==> src/rtl/mdio_slave_pkg.sv <==
// Package: shared decoder state encoding and opcode values for the
// management frame slave. Assumes nothing beyond IEEE 1800-2017.
package mdio_slave_pkg;

    typedef enum logic [2:0] {
        ST_IDLE_PRE = 3'd0,
        ST_START    = 3'd1,
        ST_OPCODE   = 3'd2,
        ST_DEVADDR  = 3'd3,
        ST_REGNUM   = 3'd4,
        ST_TURN     = 3'd5,
        ST_DATA     = 3'd6
    } mdio_state_e;

    localparam logic [1:0] OPC_WRITE = 2'b01;
    localparam logic [1:0] OPC_READ  = 2'b10;

endpackage

==> src/rtl/mdio_edge_detect.sv <==
// Module: management clock edge detector.
// Registers the sampled management clock once and reports rising and
// falling transitions as single-cycle pulses. Assumes mdc_i is already
// synchronous to clk; the pulses are combinational against the register.
module mdio_edge_detect (
    input  logic clk,
    input  logic rst_n,
    input  logic mdc_i,
    output logic rise_o,
    output logic fall_o
);

    logic mdc_q;

    // Keep the previous clock level for transition detection.
    always_ff @(posedge clk) begin
        if (!rst_n) begin
            mdc_q <= 1'b0;
        end else begin
            mdc_q <= mdc_i;
        end
    end

    // Transition pulses, valid until the next system clock edge.
    always_comb begin
        rise_o = mdc_i & ~mdc_q;
        fall_o = ~mdc_i & mdc_q;
    end

endmodule

==> src/rtl/mdio_frame_decoder.sv <==
// Module: frame field decoder.
// Walks through idle preamble, start, opcode, device address, register
// number, turnaround and data on rising management clock edges. It shares
// one bit counter across all phases. Assumes rise_i is a single-cycle pulse
// and that PHY_W, REG_W and DATA_W are each at least 2.
module mdio_frame_decoder
    import mdio_slave_pkg::*;
#(
    parameter int PRE_BITS = 32,
    parameter int DATA_W   = 16,
    parameter int PHY_W    = 5,
    parameter int REG_W    = 5
) (
    input  logic              clk,
    input  logic              rst_n,
    input  logic              rise_i,
    input  logic              mdio_i,
    output logic [1:0]        opcode_o,
    output logic [PHY_W-1:0]  phy_o,
    output logic [REG_W-1:0]  reg_o,
    output logic [DATA_W-1:0] wdata_o,
    output logic              start_bad_o,
    output logic              turn_end_o,
    output logic              data_end_o
);

    localparam int MAX_CNT = (PRE_BITS > DATA_W) ? PRE_BITS : DATA_W;
    localparam int CNT_W   = $clog2(MAX_CNT + 1);
    localparam logic [CNT_W-1:0] PRE_LIM  = CNT_W'(PRE_BITS);
    localparam logic [CNT_W-1:0] OPC_LAST = CNT_W'(1);
    localparam logic [CNT_W-1:0] PHY_LAST = CNT_W'(PHY_W - 1);
    localparam logic [CNT_W-1:0] REG_LAST = CNT_W'(REG_W - 1);
    localparam logic [CNT_W-1:0] TRN_LAST = CNT_W'(1);
    localparam logic [CNT_W-1:0] DAT_LAST = CNT_W'(DATA_W - 1);

    mdio_state_e      state_q;
    logic [CNT_W-1:0] cnt_q;

    // Phase-end events seen by the neighbouring driver and commit logic.
    always_comb begin
        start_bad_o = rise_i && (state_q == ST_START) && !mdio_i;
        turn_end_o  = rise_i && (state_q == ST_TURN) && (cnt_q == TRN_LAST);
        data_end_o  = rise_i && (state_q == ST_DATA) && (cnt_q == DAT_LAST);
    end

    // Phase sequencing, bit counting and field shift registers.
    always_ff @(posedge clk) begin
        if (!rst_n) begin
            state_q  <= ST_IDLE_PRE;
            cnt_q    <= '0;
            opcode_o <= '0;
            phy_o    <= '0;
            reg_o    <= '0;
            wdata_o  <= '0;
        end else if (rise_i) begin
            case (state_q)
                ST_IDLE_PRE: begin
                    if ((cnt_q >= PRE_LIM) && !mdio_i) begin
                        state_q <= ST_START;
                        cnt_q   <= '0;
                    end else if (cnt_q < PRE_LIM) begin
                        cnt_q <= cnt_q + CNT_W'(1);
                    end
                end
                ST_START: begin
                    state_q <= ST_OPCODE;
                    cnt_q   <= '0;
                end
                ST_OPCODE: begin
                    opcode_o <= {opcode_o[0], mdio_i};
                    if (cnt_q == OPC_LAST) begin
                        state_q <= ST_DEVADDR;
                        cnt_q   <= '0;
                    end else begin
                        cnt_q <= cnt_q + CNT_W'(1);
                    end
                end
                ST_DEVADDR: begin
                    phy_o <= {phy_o[PHY_W-2:0], mdio_i};
                    if (cnt_q == PHY_LAST) begin
                        state_q <= ST_REGNUM;
                        cnt_q   <= '0;
                    end else begin
                        cnt_q <= cnt_q + CNT_W'(1);
                    end
                end
                ST_REGNUM: begin
                    reg_o <= {reg_o[REG_W-2:0], mdio_i};
                    if (cnt_q == REG_LAST) begin
                        state_q <= ST_TURN;
                        cnt_q   <= '0;
                    end else begin
                        cnt_q <= cnt_q + CNT_W'(1);
                    end
                end
                ST_TURN: begin
                    if (cnt_q == TRN_LAST) begin
                        state_q <= ST_DATA;
                        cnt_q   <= '0;
                    end else begin
                        cnt_q <= cnt_q + CNT_W'(1);
                    end
                end
                ST_DATA: begin
                    wdata_o <= {wdata_o[DATA_W-2:0], mdio_i};
                    if (cnt_q == DAT_LAST) begin
                        state_q <= ST_IDLE_PRE;
                        cnt_q   <= '0;
                    end else begin
                        cnt_q <= cnt_q + CNT_W'(1);
                    end
                end
                default: begin
                    state_q <= ST_IDLE_PRE;
                    cnt_q   <= '0;
                end
            endcase
        end
    end

endmodule

==> src/rtl/mdio_read_driver.sv <==
// Module: read data line driver.
// Takes the read word when turnaround ends on a read. It holds the line
// low until the first falling management clock edge, then presents one bit
// per falling edge, most significant first. It lets go of the line when the
// data phase ends. Assumes the event inputs are single-cycle pulses.
module mdio_read_driver #(
    parameter int DATA_W = 16
) (
    input  logic              clk,
    input  logic              rst_n,
    input  logic              fall_i,
    input  logic              load_i,
    input  logic [DATA_W-1:0] word_i,
    input  logic              release_i,
    output logic              oe_o,
    output logic              bit_o
);

    logic [DATA_W-1:0] shift_q;

    // Drive enable, output bit and outgoing shift register.
    always_ff @(posedge clk) begin
        if (!rst_n) begin
            oe_o    <= 1'b0;
            bit_o   <= 1'b0;
            shift_q <= '0;
        end else if (load_i) begin
            oe_o    <= 1'b1;
            bit_o   <= 1'b0;
            shift_q <= word_i;
        end else if (release_i) begin
            oe_o  <= 1'b0;
            bit_o <= 1'b0;
        end else if (fall_i && oe_o) begin
            bit_o   <= shift_q[DATA_W-1];
            shift_q <= {shift_q[DATA_W-2:0], 1'b0};
        end
    end

endmodule

==> src/rtl/mdio_slave.sv <==
// Module: management frame slave, top level.
// Connects the edge detector, the frame decoder and the read driver. It
// decides whether the frame's device address belongs to this block and
// issues the register write strobe one cycle after the last data bit.
// Assumes mdc_i and mdio_i are synchronous to clk and that the register
// port returns reg_rdata_i combinationally for reg_num_o.
module mdio_slave
    import mdio_slave_pkg::*;
#(
    parameter int PRE_BITS = 32,
    parameter int DATA_W   = 16,
    parameter int PHY_W    = 5,
    parameter int REG_W    = 5
) (
    input  logic              clk,
    input  logic              rst_n,
    input  logic              mdc_i,
    input  logic              mdio_i,
    input  logic [PHY_W-1:0]  local_addr_i,
    output logic              mdio_o,
    output logic              mdio_oe_o,
    output logic              start_warn_o,
    output logic [PHY_W-1:0]  reg_phy_addr_o,
    output logic [REG_W-1:0]  reg_num_o,
    output logic [DATA_W-1:0] reg_wdata_o,
    output logic              reg_we_o,
    input  logic [DATA_W-1:0] reg_rdata_i
);

    logic              mdc_rise;
    logic              mdc_fall;
    logic [1:0]        opcode;
    logic              start_bad;
    logic              turn_end;
    logic              data_end;
    logic              addr_hit;
    logic              read_load;
    logic [DATA_W-1:0] read_word;

    mdio_edge_detect u_edge (
        .clk    (clk),
        .rst_n  (rst_n),
        .mdc_i  (mdc_i),
        .rise_o (mdc_rise),
        .fall_o (mdc_fall)
    );

    mdio_frame_decoder #(
        .PRE_BITS (PRE_BITS),
        .DATA_W   (DATA_W),
        .PHY_W    (PHY_W),
        .REG_W    (REG_W)
    ) u_decoder (
        .clk         (clk),
        .rst_n       (rst_n),
        .rise_i      (mdc_rise),
        .mdio_i      (mdio_i),
        .opcode_o    (opcode),
        .phy_o       (reg_phy_addr_o),
        .reg_o       (reg_num_o),
        .wdata_o     (reg_wdata_o),
        .start_bad_o (start_bad),
        .turn_end_o  (turn_end),
        .data_end_o  (data_end)
    );

    // Address match and read word selection (all ones when absent).
    always_comb begin
        addr_hit  = (reg_phy_addr_o == local_addr_i);
        read_load = turn_end && (opcode == OPC_READ);
        read_word = addr_hit ? reg_rdata_i : {DATA_W{1'b1}};
    end

    mdio_read_driver #(
        .DATA_W (DATA_W)
    ) u_driver (
        .clk       (clk),
        .rst_n     (rst_n),
        .fall_i    (mdc_fall),
        .load_i    (read_load),
        .word_i    (read_word),
        .release_i (data_end),
        .oe_o      (mdio_oe_o),
        .bit_o     (mdio_o)
    );

    // Write strobe and start warning, one cycle after their edge.
    always_ff @(posedge clk) begin
        if (!rst_n) begin
            reg_we_o     <= 1'b0;
            start_warn_o <= 1'b0;
        end else begin
            reg_we_o     <= data_end && (opcode == OPC_WRITE) && addr_hit;
            start_warn_o <= start_bad;
        end
    end

endmodule

==> config.mk <==
export PLATFORM = sky130hd
export DESIGN_NAME = mdio_slave
export DESIGN_NICKNAME = d
export VERILOG_FILES = /design/src/rtl/mdio_slave_pkg.sv /design/src/rtl/mdio_edge_detect.sv /design/src/rtl/mdio_frame_decoder.sv /design/src/rtl/mdio_read_driver.sv /design/src/rtl/mdio_slave.sv
export SDC_FILE = /design/constraint.sdc
export NUM_CORES = 1
export LEC_CHECK = 0
export BUFFER_PORTS_ARGS = -buffer_cell sky130_fd_sc_hd__clkbuf_2
export CORE_MARGIN = 2
export CORE_UTILIZATION = 35
export CTS_CLUSTER_SIZE = 20
export DETAILED_ROUTE_END_ITERATION = 7
export SLEW_MARGIN = 20
export SYNTH_ARGS = -nofsm -noshare
export SYNTH_HDL_FRONTEND = slang
export SYNTH_SLANG_ARGS = --single-unit
==> constraint.sdc <==
create_clock -name clk -period 2.2 [get_ports clk]
set_input_delay 0.22 -clock clk [delete_from_list [all_inputs] [get_ports clk]]
set_output_delay 0.22 -clock clk [all_outputs]
set_load 0.01 [all_outputs]
=== After elaboration in Yosys (flattened, before gate mapping) ===
Index checks and enable logic that the tools add are counted.
W data, S select, Z words.

* Add/sub/neg operators: 1
* Order comparisons: 2
* Equal/unequal tests: 20
* Mux-type cells: 19
* Bitwise logic cells: 5
* Reduce and logical (&&, ||, !) cells: 25

{| class="wikitable"
|+ Operators with widths
! kind !! number
|-
| $mux W16 || 4
|-
| $mux W6 || 5
|-
| $pmux W6 S4 || 1
|-
| $pmux W3 S7 || 1
|-
| $mux W3 || 6
|-
| $reduce_and A2 Y1 || 6
|-
| $logic_and A1 B1 Y1 || 11
|-
| $ne A2 B1 Y1 const B || 5
|-
| $eq A3 B3 Y1 const B || 3
|-
| $reduce_and A7 Y1 || 1
|-
| $add A6 B1 Y6 const B || 1
|-
| $eq A3 B2 Y1 const B || 2
|-
| $eq A6 B1 Y1 const B || 1
|-
| $eq A6 B3 Y1 const B || 1
|-
| $eq A6 B4 Y1 const B || 1
|-
| $ge A6 B6 Y1 const B || 1
|-
| $lt A6 B6 Y1 const B || 1
|-
| $eq A5 B5 Y1 || 1
|-
| $ne A2 B2 Y1 const B || 2
|-
| $reduce_bool A2 Y1 || 2
|-
| $reduce_or A2 Y1 || 2
|-
| $eq A3 B1 Y1 const B || 1
|-
| $logic_not A3 Y1 || 1
|-
| $ne A3 B1 Y1 const B || 1
|-
| other kinds (7) || 11
|}

* Flip-flop bits (word level): 58
* Input port bits: 25
* Output and inout bits: 30
* Word-level logic and storage cells: 84

=== Longest topological paths before layout ===
* Depth after elaboration: 7
* Mapped depth: 9
* Depth with buffers taken out: 7

=== By module ===
A second synthesis with hierarchy kept.

* Cells, all modules: 316
* Area total of the unflattened synthesis: 2,887.8 µm²

{| class="wikitable"
|+ By module, submodules not included
! module !! instances !! cells an instance !! area an instance (µm²) !! sequential area each (µm²)
|-
| mdio_frame_decoder || 1 || 212 || 1,749.2 || 740.7
|-
| mdio_read_driver || 1 || 68 || 783.3 || 360.3
|-
| mdio_slave || 1 || 32 || 316.6 || 40.0
|-
| mdio_edge_detect || 1 || 4 || 38.8 || 20.0
|}

=== Least setup slack after synthesis ===
OpenSTA, ideal clock, no wires.

* Path kind: reg2reg
* Start point: reg u_decoder.cnt_q[3]
* End point: reg u_driver.shift_q[10]
* Setup time: 0.119 ns
* Arrival: 1.965 ns
* Required time: 2.081 ns
* Path slack: 0.116 ns
* Cell stages (with the launch flop): 8
* Path buffers: 2
* Clock period less this slack: 2.084 ns
* Cell sequence: dfxtp_1 -> or3_4 -> nor4_4 -> or4b_1 -> buf_2 -> buf_6 -> nor2_2 -> nor2_1

* Longest elaborated chain between the ends: 5
* Elaborated cells between the ends (all ways): 9
* Classes of those cells: eq/ne: 3; mux: 1; reduce/logical: 5

{| class="wikitable"
|+ RTL lines
! item !! line !! RTL
|-
| from (decl) || mdio_frame_decoder.sv:37 || <nowiki>logic [CNT_W-1:0] cnt_q;</nowiki>
|-
| from (signal assigned) || mdio_frame_decoder.sv:62 || <nowiki>cnt_q <= cnt_q + CNT_W'(1);</nowiki>
|-
| from (signal assigned) || mdio_frame_decoder.sv:75 || <nowiki>cnt_q <= cnt_q + CNT_W'(1);</nowiki>
|-
| from (signal assigned) || mdio_frame_decoder.sv:84 || <nowiki>cnt_q <= cnt_q + CNT_W'(1);</nowiki>
|-
| $eq A6 B1 Y1 || mdio_frame_decoder.sv:42 || <nowiki>turn_end_o = rise_i && (state_q == ST_TURN) && (cnt_q == TRN_LAST);</nowiki>
|-
| $logic_and A1 B1 Y1 || mdio_frame_decoder.sv:42 ||
|-
| $logic_and A1 B1 Y1 || mdio_slave.sv:70 || <nowiki>read_load = turn_end && (opcode == OPC_READ);</nowiki>
|-
| $ne A2 B1 Y1 (no line) / $reduce_bool A2 Y1 (equally long branches) || -- ||
|-
| $reduce_and A2 Y1 (no line) || -- ||
|-
| to (signal assigned) || mdio_read_driver.sv:30 || <nowiki>shift_q <= word_i;</nowiki>
|-
| to (signal assigned) || mdio_read_driver.sv:36 || <nowiki>shift_q <= {shift_q[DATA_W-2:0], 1'b0};</nowiki>
|-
| to (decl) || mdio_read_driver.sv:19 || <nowiki>logic [DATA_W-1:0] shift_q;</nowiki>
|}

Several ways; a longest one is shown, not always the timed one.
A chain may end at the register's enable or synchronous reset.

=== Worst setup path after layout ===
* Start point: reg u_decoder.cnt_q[0]
* End point: reg u_driver.shift_q[2]

Same word-level chain as after synthesis.

==> load_flow_metrics.sql <==
INSERT INTO impl_metrics (metric_group, metric, value, unit) VALUES
('die', 'placementRows', '31', ''),
('timing', 'fin_clk_skew', '0.0107', 'ns'),
('clock_tree', 'clk_pin_slew', '0.07', 'ns'),
('global_routing', 'globalRouteOverflowTotal', '0', ''),
('worst_setup_path', 'criticalPathCategory', 'flip-flop to flip-flop', ''),
('global_routing', 'globalRouteTotalUtil', '0.162', ''),
('worst_setup_path', 'worstPathCellList', 'ha_1, nand2b_1, nor4_4, or4b_4, buf_4, nor2_1, nor2_1', ''),
('synthesis', 'yosys.area.top_type', 'dfxtp_1', ''),
('worst_setup_path', 'cp_slowest_cell', 'or4b_4', ''),
('clock_tree', 'cts_setup_buffers', '0', ''),
('global_routing', 'grt_first_pass_wirelength', '11.1', 'mm'),
('die', 'start_util', '0.367', ''),
('worst_setup_path', 'cpMostUsedCell', 'nor2_1', ''),
('synthesis', 'post_synth_most_frequent_cells', '58 x dfxtp_1, 55 x nand2_1, 42 x a21oi_1', ''),
('clock_tree', 'cts_tree', 'built', ''),
('synthesis', 'synth_edf_count', '0', ''),
('route', 'drt_iter0_markers', '187', ''),
('outcome', 'run_status', 'completed', ''),
('timing', 'final.period_utilization', '0.916', ''),
('cells_and_area', 'antennaDiodeCount', '0', ''),
('clock_tree', 'clock-root-buffer', 'clkbuf_8', ''),
('route', 'drt_wl_total', '6.62', 'mm'),
('die', 'floorplan.die_area', '0.00840', 'mm^2'),
('clock_tree', 'cts.sinks', '58', ''),
('timing', 'max_freq', '496', 'MHz'),
('timing', 'setup_tns', '0', 'ns'),
('route', 'antenna_violating_nets_post_route', '0', ''),
('clock_tree', 'cts_buffers', '9', ''),
('synthesis', 'yosys_register_bits', '58', ''),
('placed_design', 'detailed_place.area', '0.00313', 'mm^2'),
('min_path', 'timing.hold.worst.start', 'reg_rdata_i[12]', ''),
('worst_setup_path', 'largest_stage_delay_on_the_critical_path', '0.52', 'ns'),
('worst_setup_path', 'critical_path_peak_fanout', '6', ''),
('die', 'core-area', '0.00733', 'mm^2'),
('worst_setup_path', 'worstReg2RegStart', 'u_decoder.cnt_q[0]$_SDFFE_PN0P_', ''),
('pwr', 'powerDensity', '690', 'mW/mm^2'),
('pwr', 'vdd_drop_max', '0.302', 'mV'),
('worst_setup_path', 'setup.worst_path.end_class', 'flip-flop', ''),
('timing', 'setup_viol', '0', ''),
('flow_run', 'max_cap_viol_count', '0', ''),
('synthesis', 'synth_warnings', '0', ''),
('clock_tree', 'cts.hold.buffers_added', '0', ''),
('synthesis', 'yosysTopAreaCellShare', '0.432', ''),
('route', 'detail_route.vias_per_cell', '5.15', ''),
('synthesis', 'synth.net_count', '365', ''),
('timing', 'period_needed', '2.02', 'ns'),
('cells_and_area', 'post-route-util', '0.459', ''),
('route', 'route.vias.total', '2587', ''),
('clock_tree', 'clk_lat_worst_skew', '0.34', 'ns'),
('die', 'die_w', '91.7', 'um'),
('timing', 'tightest_slew', '0.626', 'ns'),
('worst_setup_path', 'cp.buffers_inverters', '1', ''),
('worst_setup_path', 'worst_ep_required_time', '2.43', 'ns'),
('synthesis', 'synth.yosys.seq_area_share', '0.432', ''),
('timing', 'setup_repair_after_global_routing_missed_its_margin', 'no', ''),
('placed_design', 'place_ws', '0.128', 'ns'),
('synthesis', 'synthDistinctLibCells', '47', ''),
('placed_design', 'placement.io_buffers', '54', ''),
('synthesis', 'synth_area', '0.00269', 'mm^2'),
('timing', 'final_max_slew_viol_count', '0', ''),
('route', 'route.detailed.drc', '0', ''),
('timing', 'final_number_of_hold_violating_endpoints', '0', ''),
('timing', 'holdWs', '0.0912', 'ns'),
('min_path', 'min-delay-path-class', 'primary input to flip-flop', ''),
('timing', 'worst_setup_slack_after_layout', '0.184', 'ns'),
('clock_tree', 'htree_levels', '3', ''),
('route', 'drt-pass1-iter-count', '4', ''),
('synthesis', 'avgSynthCellArea', '7.98', 'um^2'),
('cells_and_area', 'fin_nets', '426', ''),
('pwr', 'p_leak', '1.25', 'nW'),
('route', 'post_drt_wl_per_cell', '13.2', 'um');
==> path summary, 6_finish.rpt <==
path,endpoint,cells past startpoint,slack (ns)
setup / recovery,u_driver.shift_q[2]$_SDFFE_PN0P_,7,0.18
hold / removal,u_driver.shift_q[12]$_SDFFE_PN0P_,3,0.09
setup reg to reg,u_driver.shift_q[2]$_SDFFE_PN0P_,7,0.18
hold reg to reg,u_decoder.wdata_o[14]$_SDFFE_PN0N_,2,0.46
==> through the flow <==
stage | total power [W] | std cells
finish | 0.00232 | 502
global route | 0.00241 | 502
CTS | 0.00235 | 502
detailed placement | 0.00125 | 486
global placement | 0.00125 | 486
floorplan | 0.00119 | 337
==> state kept, by name, summed over array words and instances, names as in the netlist, 2 cells and up <==
| register | flops |
|---|---|
| u_decoder.phy_o | 5 |
| u_decoder.wdata_o | 16 |
| u_decoder.cnt_q | 6 |
| u_decoder.opcode_o | 2 |
| u_driver.shift_q | 16 |
| u_decoder.state_q | 3 |
| u_decoder.reg_o | 5 |
==> layout make-up <==
class,count,area [um^2],area share
clock buffer,12,145,0.0432
clock inverter,4,75.1,0.0223
inverter,9,33.8,0.0100
multi-input combinational,247,1410,0.419
sequential,58,1160,0.345
tap,99,124,0.0368
timing repair buffer,73,413,0.123
==> cell families after synthesis <==
family	share of synthesized area
xor gates and xnor gates	0.0163
adders and majority gates	0.0140
and+or+nand+nor	0.268
muxes	0.00372
DFF	0.432
buffers and inverters	0.0484
AOI/OAI and AO/OA	0.218
==> report_power, final <==
| part | total, W | switching [W] | internal (W) |
|---|---|---|---|
| Clock | 0.00109 | 0.000422 | 0.000669 |
| Combinational | 0.000164 | 0.000100 | 0.0000642 |
| Sequential | 0.00107 | 0.00000808 | 0.00106 |
==> tightest hold or removal path, cell delays in order <==
cell	delay, ns
clkbuf_2	0.09
nor2_2	0.03
nor2_1	0.06
==> cells in the final DEF, fill, tap and decap left out, drive strengths merged, types with 5 or more instances in the layout <==
master  netlist  layout
dfxtp        58      58
inv           9       9
a21oi        42      42
nand2        55      55
nand2b        5       5
nor2         37      37
buf           3      19
nand3        16      16
a31oi         5       5
clkbuf       20      66
o21ai        11      11
o221ai       15      15
nand3b        5       5
nor3          7       7
==> routing by layer <==
layer,vias up,wire length [um],GRT usage
met5,-,0,0
met4,0,101,0.0619
met3,9,464,0.0567
met2,77,2940,0.257
met1,1182,3120,0.202
li1,1319,-,-
(Power assumes the default switching activity.)
